--- src/rtl/gpio_addr_port_pkg.sv ---
// Shared types and mode codes for the address/GPIO port.
// Assumes mode encoding 4..7 as used by the pin mux.
package gpio_addr_port_pkg;

    typedef enum logic [1:0] {
        PIN_INPUT = 2'd0,
        PIN_GPO   = 2'd1,
        PIN_ADDR  = 2'd2
    } pin_fn_e;

    localparam logic [2:0] MODE_ADDR_LO_A = 3'd4;
    localparam logic [2:0] MODE_ADDR_LO_B = 3'd5;
    localparam logic [2:0] MODE_ADDR_SEL  = 3'd6;
    localparam logic [2:0] MODE_SINGLE    = 3'd7;

endpackage

--- src/rtl/gpio_addr_port_regs.sv ---
// Control register file and bus decode for the port.
// Holds direction, data, pull-up and open-drain bytes; direction reads as zero.
// Assumes single-cycle bus writes and a combinational read path.
module gpio_addr_port_regs #(
    parameter int          W         = 8,
    parameter int          AW        = 16,
    parameter logic [15:0] ADDR_DIR  = 16'hFEB9,
    parameter logic [15:0] ADDR_DAT  = 16'hFF69,
    parameter logic [15:0] ADDR_PORT = 16'hFF59,
    parameter logic [15:0] ADDR_PU   = 16'hFF70,
    parameter logic [15:0] ADDR_OD   = 16'hFF77,
    parameter bit          ROMLESS   = 1'b0
) (
    input  logic          clk,
    input  logic          rst_n,
    input  logic          hw_stby,
    input  logic          man_rst,
    input  logic          bus_sel,
    input  logic          bus_wr,
    input  logic [AW-1:0] bus_addr,
    input  logic [W-1:0]  bus_wdata,
    input  logic [W-1:0]  port_sync,
    output logic [W-1:0]  bus_rdata,
    output logic [W-1:0]  dir_q,
    output logic [W-1:0]  dat_q,
    output logic [W-1:0]  pu_q,
    output logic [W-1:0]  od_q
);
    localparam logic [AW-1:0] A_DIR  = AW'(ADDR_DIR);
    localparam logic [AW-1:0] A_DAT  = AW'(ADDR_DAT);
    localparam logic [AW-1:0] A_PORT = AW'(ADDR_PORT);
    localparam logic [AW-1:0] A_PU   = AW'(ADDR_PU);
    localparam logic [AW-1:0] A_OD   = AW'(ADDR_OD);

    logic wr_en;
    logic full_clr;

    assign wr_en    = bus_sel && bus_wr && !man_rst;
    assign full_clr = !rst_n || hw_stby;

    // Direction register: cleared by power-on and hardware standby only.
    always_ff @(posedge clk) begin
        if (full_clr)
            dir_q <= '0;
        else if (wr_en && bus_addr == A_DIR)
            dir_q <= bus_wdata;
    end

    // Data register: also cleared by manual reset.
    always_ff @(posedge clk) begin
        if (full_clr || man_rst)
            dat_q <= '0;
        else if (wr_en && bus_addr == A_DAT)
            dat_q <= bus_wdata;
    end

    generate
        if (ROMLESS) begin : g_no_pad_ctl
            assign pu_q = '0;
            assign od_q = '0;
        end else begin : g_pad_ctl
            // Pull-up and open-drain registers, cleared like the data register.
            always_ff @(posedge clk) begin
                if (full_clr || man_rst) begin
                    pu_q <= '0;
                    od_q <= '0;
                end else if (wr_en) begin
                    if (bus_addr == A_PU) pu_q <= bus_wdata;
                    if (bus_addr == A_OD) od_q <= bus_wdata;
                end
            end
        end
    endgenerate

    // Read mux: direction is write-only and reads as zero.
    always_comb begin
        bus_rdata = '0;
        if (bus_sel && !bus_wr) begin
            case (bus_addr)
                A_DAT:   bus_rdata = dat_q;
                A_PORT:  bus_rdata = port_sync;
                A_PU:    bus_rdata = pu_q;
                A_OD:    bus_rdata = od_q;
                default: bus_rdata = '0;
            endcase
        end
    end

endmodule

--- src/rtl/gpio_addr_port_sync.sv ---
// Multi-stage synchronizer for the pin readback path.
// Assumes pins are asynchronous to clk; cleared by power-on reset only.
module gpio_addr_port_sync #(
    parameter int W      = 8,
    parameter int STAGES = 2
) (
    input  logic         clk,
    input  logic         rst_n,
    input  logic [W-1:0] d,
    output logic [W-1:0] q
);
    logic [W-1:0] chain [STAGES];

    genvar s;
    generate
        for (s = 0; s < STAGES; s++) begin : g_stage
            // One flop stage of the synchronizer chain.
            always_ff @(posedge clk) begin
                if (!rst_n)
                    chain[s] <= '0;
                else
                    chain[s] <= (s == 0) ? d : chain[(s == 0) ? 0 : s-1];
            end
        end
    endgenerate

    assign q = chain[STAGES-1];

endmodule

--- src/rtl/gpio_addr_port_mux.sv ---
// Per-pin function select and pad drive generation.
// Chooses input, general output or address output from mode and direction,
// then applies open-drain, pull-up and software-standby rules.
module gpio_addr_port_mux
    import gpio_addr_port_pkg::*;
#(
    parameter int W           = 8,
    parameter int FORCED_PINS = 5
) (
    input  logic [2:0]   mode,
    input  logic         sw_stby,
    input  logic         hold_en,
    input  logic [W-1:0] dir_q,
    input  logic [W-1:0] dat_q,
    input  logic [W-1:0] pu_q,
    input  logic [W-1:0] od_q,
    input  logic [W-1:0] addr_live,
    input  logic [W-1:0] addr_hold,
    output logic [W-1:0] pin_out,
    output logic [W-1:0] pin_oe,
    output logic [W-1:0] pin_pu
);
    genvar i;
    generate
        for (i = 0; i < W; i++) begin : g_pin
            localparam bit FORCED = (i < FORCED_PINS);
            pin_fn_e fn;
            logic    o, oe, pu;

            // Decode the role of this pin from mode and direction bit.
            always_comb begin
                case (mode)
                    MODE_SINGLE:    fn = dir_q[i] ? PIN_GPO  : PIN_INPUT;
                    MODE_ADDR_SEL:  fn = dir_q[i] ? PIN_ADDR : PIN_INPUT;
                    MODE_ADDR_LO_A,
                    MODE_ADDR_LO_B: fn = (FORCED || dir_q[i]) ? PIN_ADDR : PIN_INPUT;
                    default:        fn = PIN_INPUT;
                endcase
            end

            // Produce pad value, enable and pull-up request for the role.
            always_comb begin
                o  = 1'b0;
                oe = 1'b0;
                pu = 1'b0;
                case (fn)
                    PIN_GPO: begin
                        if (od_q[i]) begin
                            o  = 1'b0;
                            oe = !dat_q[i];
                        end else begin
                            o  = dat_q[i];
                            oe = 1'b1;
                        end
                    end
                    PIN_ADDR: begin
                        if (sw_stby && !hold_en) begin
                            o  = 1'b0;
                            oe = 1'b0;
                        end else begin
                            o  = sw_stby ? addr_hold[i] : addr_live[i];
                            oe = 1'b1;
                        end
                    end
                    default: pu = pu_q[i];
                endcase
            end

            assign pin_out[i] = o;
            assign pin_oe[i]  = oe;
            assign pin_pu[i]  = pu;
        end
    endgenerate

endmodule

--- src/rtl/gpio_addr_port.sv ---
// Top of the mode-dependent address/GPIO port.
// Ties the register file, readback synchronizer, standby address hold and
// per-pin mux together. Assumes addr_in is synchronous to clk.
module gpio_addr_port #(
    parameter int          W           = 8,
    parameter int          AW          = 16,
    parameter int          FORCED_PINS = 5,
    parameter int          SYNC_STAGES = 2,
    parameter logic [15:0] ADDR_DIR    = 16'hFEB9,
    parameter logic [15:0] ADDR_DAT    = 16'hFF69,
    parameter logic [15:0] ADDR_PORT   = 16'hFF59,
    parameter logic [15:0] ADDR_PU     = 16'hFF70,
    parameter logic [15:0] ADDR_OD     = 16'hFF77,
    parameter bit          ROMLESS     = 1'b0
) (
    input  logic          clk,
    input  logic          rst_n,
    input  logic          hw_stby,
    input  logic          man_rst,
    input  logic [2:0]    mode,
    input  logic          sw_stby,
    input  logic          hold_en,
    input  logic [W-1:0]  addr_in,
    input  logic          bus_sel,
    input  logic          bus_wr,
    input  logic [AW-1:0] bus_addr,
    input  logic [W-1:0]  bus_wdata,
    output logic [W-1:0]  bus_rdata,
    input  logic [W-1:0]  pin_in,
    output logic [W-1:0]  pin_out,
    output logic [W-1:0]  pin_oe,
    output logic [W-1:0]  pin_pu
);
    logic [W-1:0] dir_q, dat_q, pu_q, od_q;
    logic [W-1:0] port_sync;
    logic [W-1:0] addr_hold;

    // Capture the address while awake so standby can keep driving it.
    always_ff @(posedge clk) begin
        if (!rst_n)
            addr_hold <= '0;
        else if (!sw_stby)
            addr_hold <= addr_in;
    end

    gpio_addr_port_regs #(
        .W(W), .AW(AW),
        .ADDR_DIR(ADDR_DIR), .ADDR_DAT(ADDR_DAT), .ADDR_PORT(ADDR_PORT),
        .ADDR_PU(ADDR_PU), .ADDR_OD(ADDR_OD), .ROMLESS(ROMLESS)
    ) u_regs (
        .clk(clk), .rst_n(rst_n), .hw_stby(hw_stby), .man_rst(man_rst),
        .bus_sel(bus_sel), .bus_wr(bus_wr), .bus_addr(bus_addr),
        .bus_wdata(bus_wdata), .port_sync(port_sync), .bus_rdata(bus_rdata),
        .dir_q(dir_q), .dat_q(dat_q), .pu_q(pu_q), .od_q(od_q)
    );

    gpio_addr_port_sync #(.W(W), .STAGES(SYNC_STAGES)) u_sync (
        .clk(clk), .rst_n(rst_n), .d(pin_in), .q(port_sync)
    );

    gpio_addr_port_mux #(.W(W), .FORCED_PINS(FORCED_PINS)) u_mux (
        .mode(mode), .sw_stby(sw_stby), .hold_en(hold_en),
        .dir_q(dir_q), .dat_q(dat_q), .pu_q(pu_q), .od_q(od_q),
        .addr_live(addr_in), .addr_hold(addr_hold),
        .pin_out(pin_out), .pin_oe(pin_oe), .pin_pu(pin_pu)
    );

endmodule

--- config.mk ---
export PLATFORM = sky130hd
export DESIGN_NAME = gpio_addr_port
export DESIGN_NICKNAME = d
export VERILOG_FILES = /design/src/rtl/gpio_addr_port_pkg.sv /design/src/rtl/gpio_addr_port_regs.sv /design/src/rtl/gpio_addr_port_sync.sv /design/src/rtl/gpio_addr_port_mux.sv /design/src/rtl/gpio_addr_port.sv
export SDC_FILE = /design/constraint.sdc
export NUM_CORES = 1
export LEC_CHECK = 0
export ABC_AREA = 1
export BUFFER_PORTS_ARGS = -buffer_cell sky130_fd_sc_hd__buf_2
export CAP_MARGIN = 40
export CORE_MARGIN = 5
export CORE_UTILIZATION = 59
export DETAILED_ROUTE_END_ITERATION = 10
export PLACE_DENSITY = 0.86
export SKIP_CTS_REPAIR_TIMING = 1
export SYNTH_ARGS = -nofsm -noshare
export SYNTH_HDL_FRONTEND = slang
export SYNTH_HIERARCHICAL = 1
export SYNTH_SLANG_ARGS = --single-unit
--- constraint.sdc ---
create_clock -name clk -period 2.7 [get_ports clk]
set_input_delay 0.54 -clock clk [delete_from_list [all_inputs] [get_ports clk]]
set_output_delay 0.54 -clock clk [all_outputs]
set_load 0.1 [all_outputs]
==> run metrics <==
share of cells above drive strength 1 21.9%; GRT Total Usage 23.0%; FILL cells 516; total power 0.00152 W; via count 3676; row count 29; Worst Setup End Kind primary output; Simple-Gate Fraction of Synth Area 38.8%; clk_lat worst skew 0.31 ns; FF+latch count, synth 56; Netlist cell types 27; Worst path most repeated cell inv_1; synth cell count leaders nand2_1 (172), inv_1 (90), nor2_1 (77); largest net degree at the start of global routing 34; Synth Area in Compound Gates 8.18%; top-count cell post-synth nand2_1; DRT iter0 DRCs 166; worst hold-check path type input pin to flip-flop; synthesized area 0.00379 mm2; DRC viols 0; Final Hold Viols 0; dominant synthesized flop cell dfxtp_1; via/cell ratio 5.07; H-tree depth 2; Fmax achieved 388 MHz; Tcrit/Tclk final 95.4%; Worst path max stage delay 0.23 ns; Hold Path Stages 3; total gr overflow 0; pwr dens 331 mW/mm2; Slew Limit Fails 0; Die ar. 0.00813 mm2; Mean Syn Cell Area 6.40 um2; synth warn 6; first-pass GRT wire length 15900 um; Post-synth EDFFs 0; kind of cell adding the most delay to the critical path buffers and inverters; Leak 2.22 nW; core region area 0.00631 mm2; mux cell area share after synthesis 0%; Critical Path Fanout Max 5; synth-to-layout area growth 20.8%; Setup-failing EPs final 0; Num CTS Buffers 5; CP Launch Type input pin; Chip Width 90.2 um; outcome finished clean; placer congestion estimate 0.921; clock sink total 56; post-synth net total 660; WHS 0.405 ns; Inserted Diodes 0; Mapped Cells 593; Port Buf Inserts 82; drt wl/cell 12.7 um; Worst path depth 12; synthesized-area fraction occupied by adder cells 5.28%; Clk pin slew, worst setup/hold paths 0.10 ns; largest cells by area after synthesis dfxtp_1 (30%), nand2_1 (17%), inv_1 (8.9%); drt pass-1 iters 5; slowest CP cell a21oi_1; I/O pin total 83; routed wire length 9180 um; fin crit period 2.58 ns; main combinational cell family by area after synthesis simple AND/OR/NAND/NOR gates; vias in the first global route 3689; worst path arrival time 2.04 ns; Initial Util 60.1%; crit-path cells buf_2 > nand2_1 > nand2_1 > inv_1 > o21ai_1 > inv_1 > ha_1 > inv_1 > a21oi_2 > inv_1 > a21oi_1 > buf_12; antenna viol nets, final 0; XOR/XNOR share of the synthesized area 0%; Layout Skew 0.00148 ns; Worst Path Required 2.16 ns; RSZ-0062 raised after global routing true; max-cap violations 0; Detailed Place HPWL 7300 um; worst vdd ir 0.000371 V; worst path bufs/invs 6; leading area contributor after synthesis dfxtp_1; relative slew slack 61.6%; Layout Nets 714; register area share after synthesis 29.6%; FF-to-FF path depth 2; initial antenna violation count 0; WS Path Type input pin to primary output; share of the synthesized area in the top cell type 29.6%; final setup TNS 0 ns; Die Y 90.2 um; CTS root buffer clkbuf_8; CTS tree yes; Worst Tran Pin Value 0.576 ns; CTS Buffer Depth 2; FFs w/ async S/R, synth 0%
-- registers in the layout, summed over array words and instances, names as in the netlist --
register	count
u_regs/dat_q	8
addr_hold	8
u_sync/chain	16
u_regs/pu_q	8
u_regs/dir_q	8
u_regs/od_q	8
-- stage by stage --
stage / cell area, um2 / setup WS (ns) / std cells / utilization [%]
floorplan: 3790 / 0.0316 / 593 / -
global placement: 4480 / 0.218 / 717 / 71.0
detailed placement: 4480 / 0.105 / 717 / 71.0
CTS: 4570 / 0.107 / 725 / 72.4
global route: 4580 / -0.0162 / 725 / 72.6
finish: 4580 / 0.124 / 725 / 72.6
-- final cells by class --
cell class | count | area [um2] | area share, %
Timing Repair Buffer | 86 | 921 | 20.1
Clock buffer | 5 | 68.8 | 1.50
Multi-Input combinational cell | 402 | 1990 | 43.5
Inverter | 96 | 360 | 7.86
Tap cell | 77 | 96.3 | 2.10
Sequential cell | 56 | 1120 | 24.5
Clock inverter | 3 | 22.5 | 0.491
-- worst paths after layout --
| path | from | to | slack (ns) |
|---|---|---|---|
| worst min-delay path | pin_in[6] | u_sync/chain[0][6] | 0.41 |
| worst min register to register | u_sync/chain[0][5] | u_sync/chain[1][5] | 0.42 |
| worst max register to register | u_regs/dat_q[0] | u_regs/dat_q[0] | 1.98 |
| worst max-delay path | mode[1] | pin_oe[2] | 0.12 |
-- placed cells by master (no fill, tap or decap) --
cell / count
a21boi_1: 16
a21oi_1: 17
a21oi_2: 7
buf_12: 32
buf_2: 50
buf_4: 4
clkbuf_8: 5
clkinv_2: 1
clkinv_4: 1
dfxtp_1: 56
ha_1: 16
inv_1: 90
inv_2: 6
inv_6: 1
nand2_1: 172
nand2_2: 13
nand2_4: 1
nand3_1: 41
nand3b_1: 8
nand4_1: 1
nor2_1: 77
nor2_2: 15
nor2_4: 4
nor2_8: 1
nor3_1: 1
nor3_2: 1
o21ai_0: 3
o21ai_1: 8
-- logic make-up after synthesis --
family                   Yosys count
AND/OR/NAND/NOR                  335
buffers and inverters            135
flip-flops                        56
AO/OA/AOI/OAI                     51
adder cells (fa/ha/maj)           16
-- metal layers --
layer  GRT usage, %  up-vias  routed length (um)
li1               -     1877                   -
met1           27.2     1647                3780
met2           40.6      133                4640
met3           5.26       19                 576
met4           7.94        0                 174
met5              0        -                   0
-- power breakdown --
| part | total, W | leakage [nW] | internal [W] | switching, W |
|---|---|---|---|---|
| Combinational | 0.000200 | 1.71 | 0.0000736 | 0.000127 |
| Clock | 0.000464 | 0.0485 | 0.000186 | 0.000278 |
| Sequential | 0.000852 | 0.457 | 0.000845 | 0.00000739 |
-- worst register-to-register path: cells and delay by family, from the launching register on --
kind / cells / cell delay, ns
flops: 1 / 0.43
simple gates: 1 / 0.09
compound gates: 1 / 0.15
No activity file was read; power rests on OpenSTA's default activity.
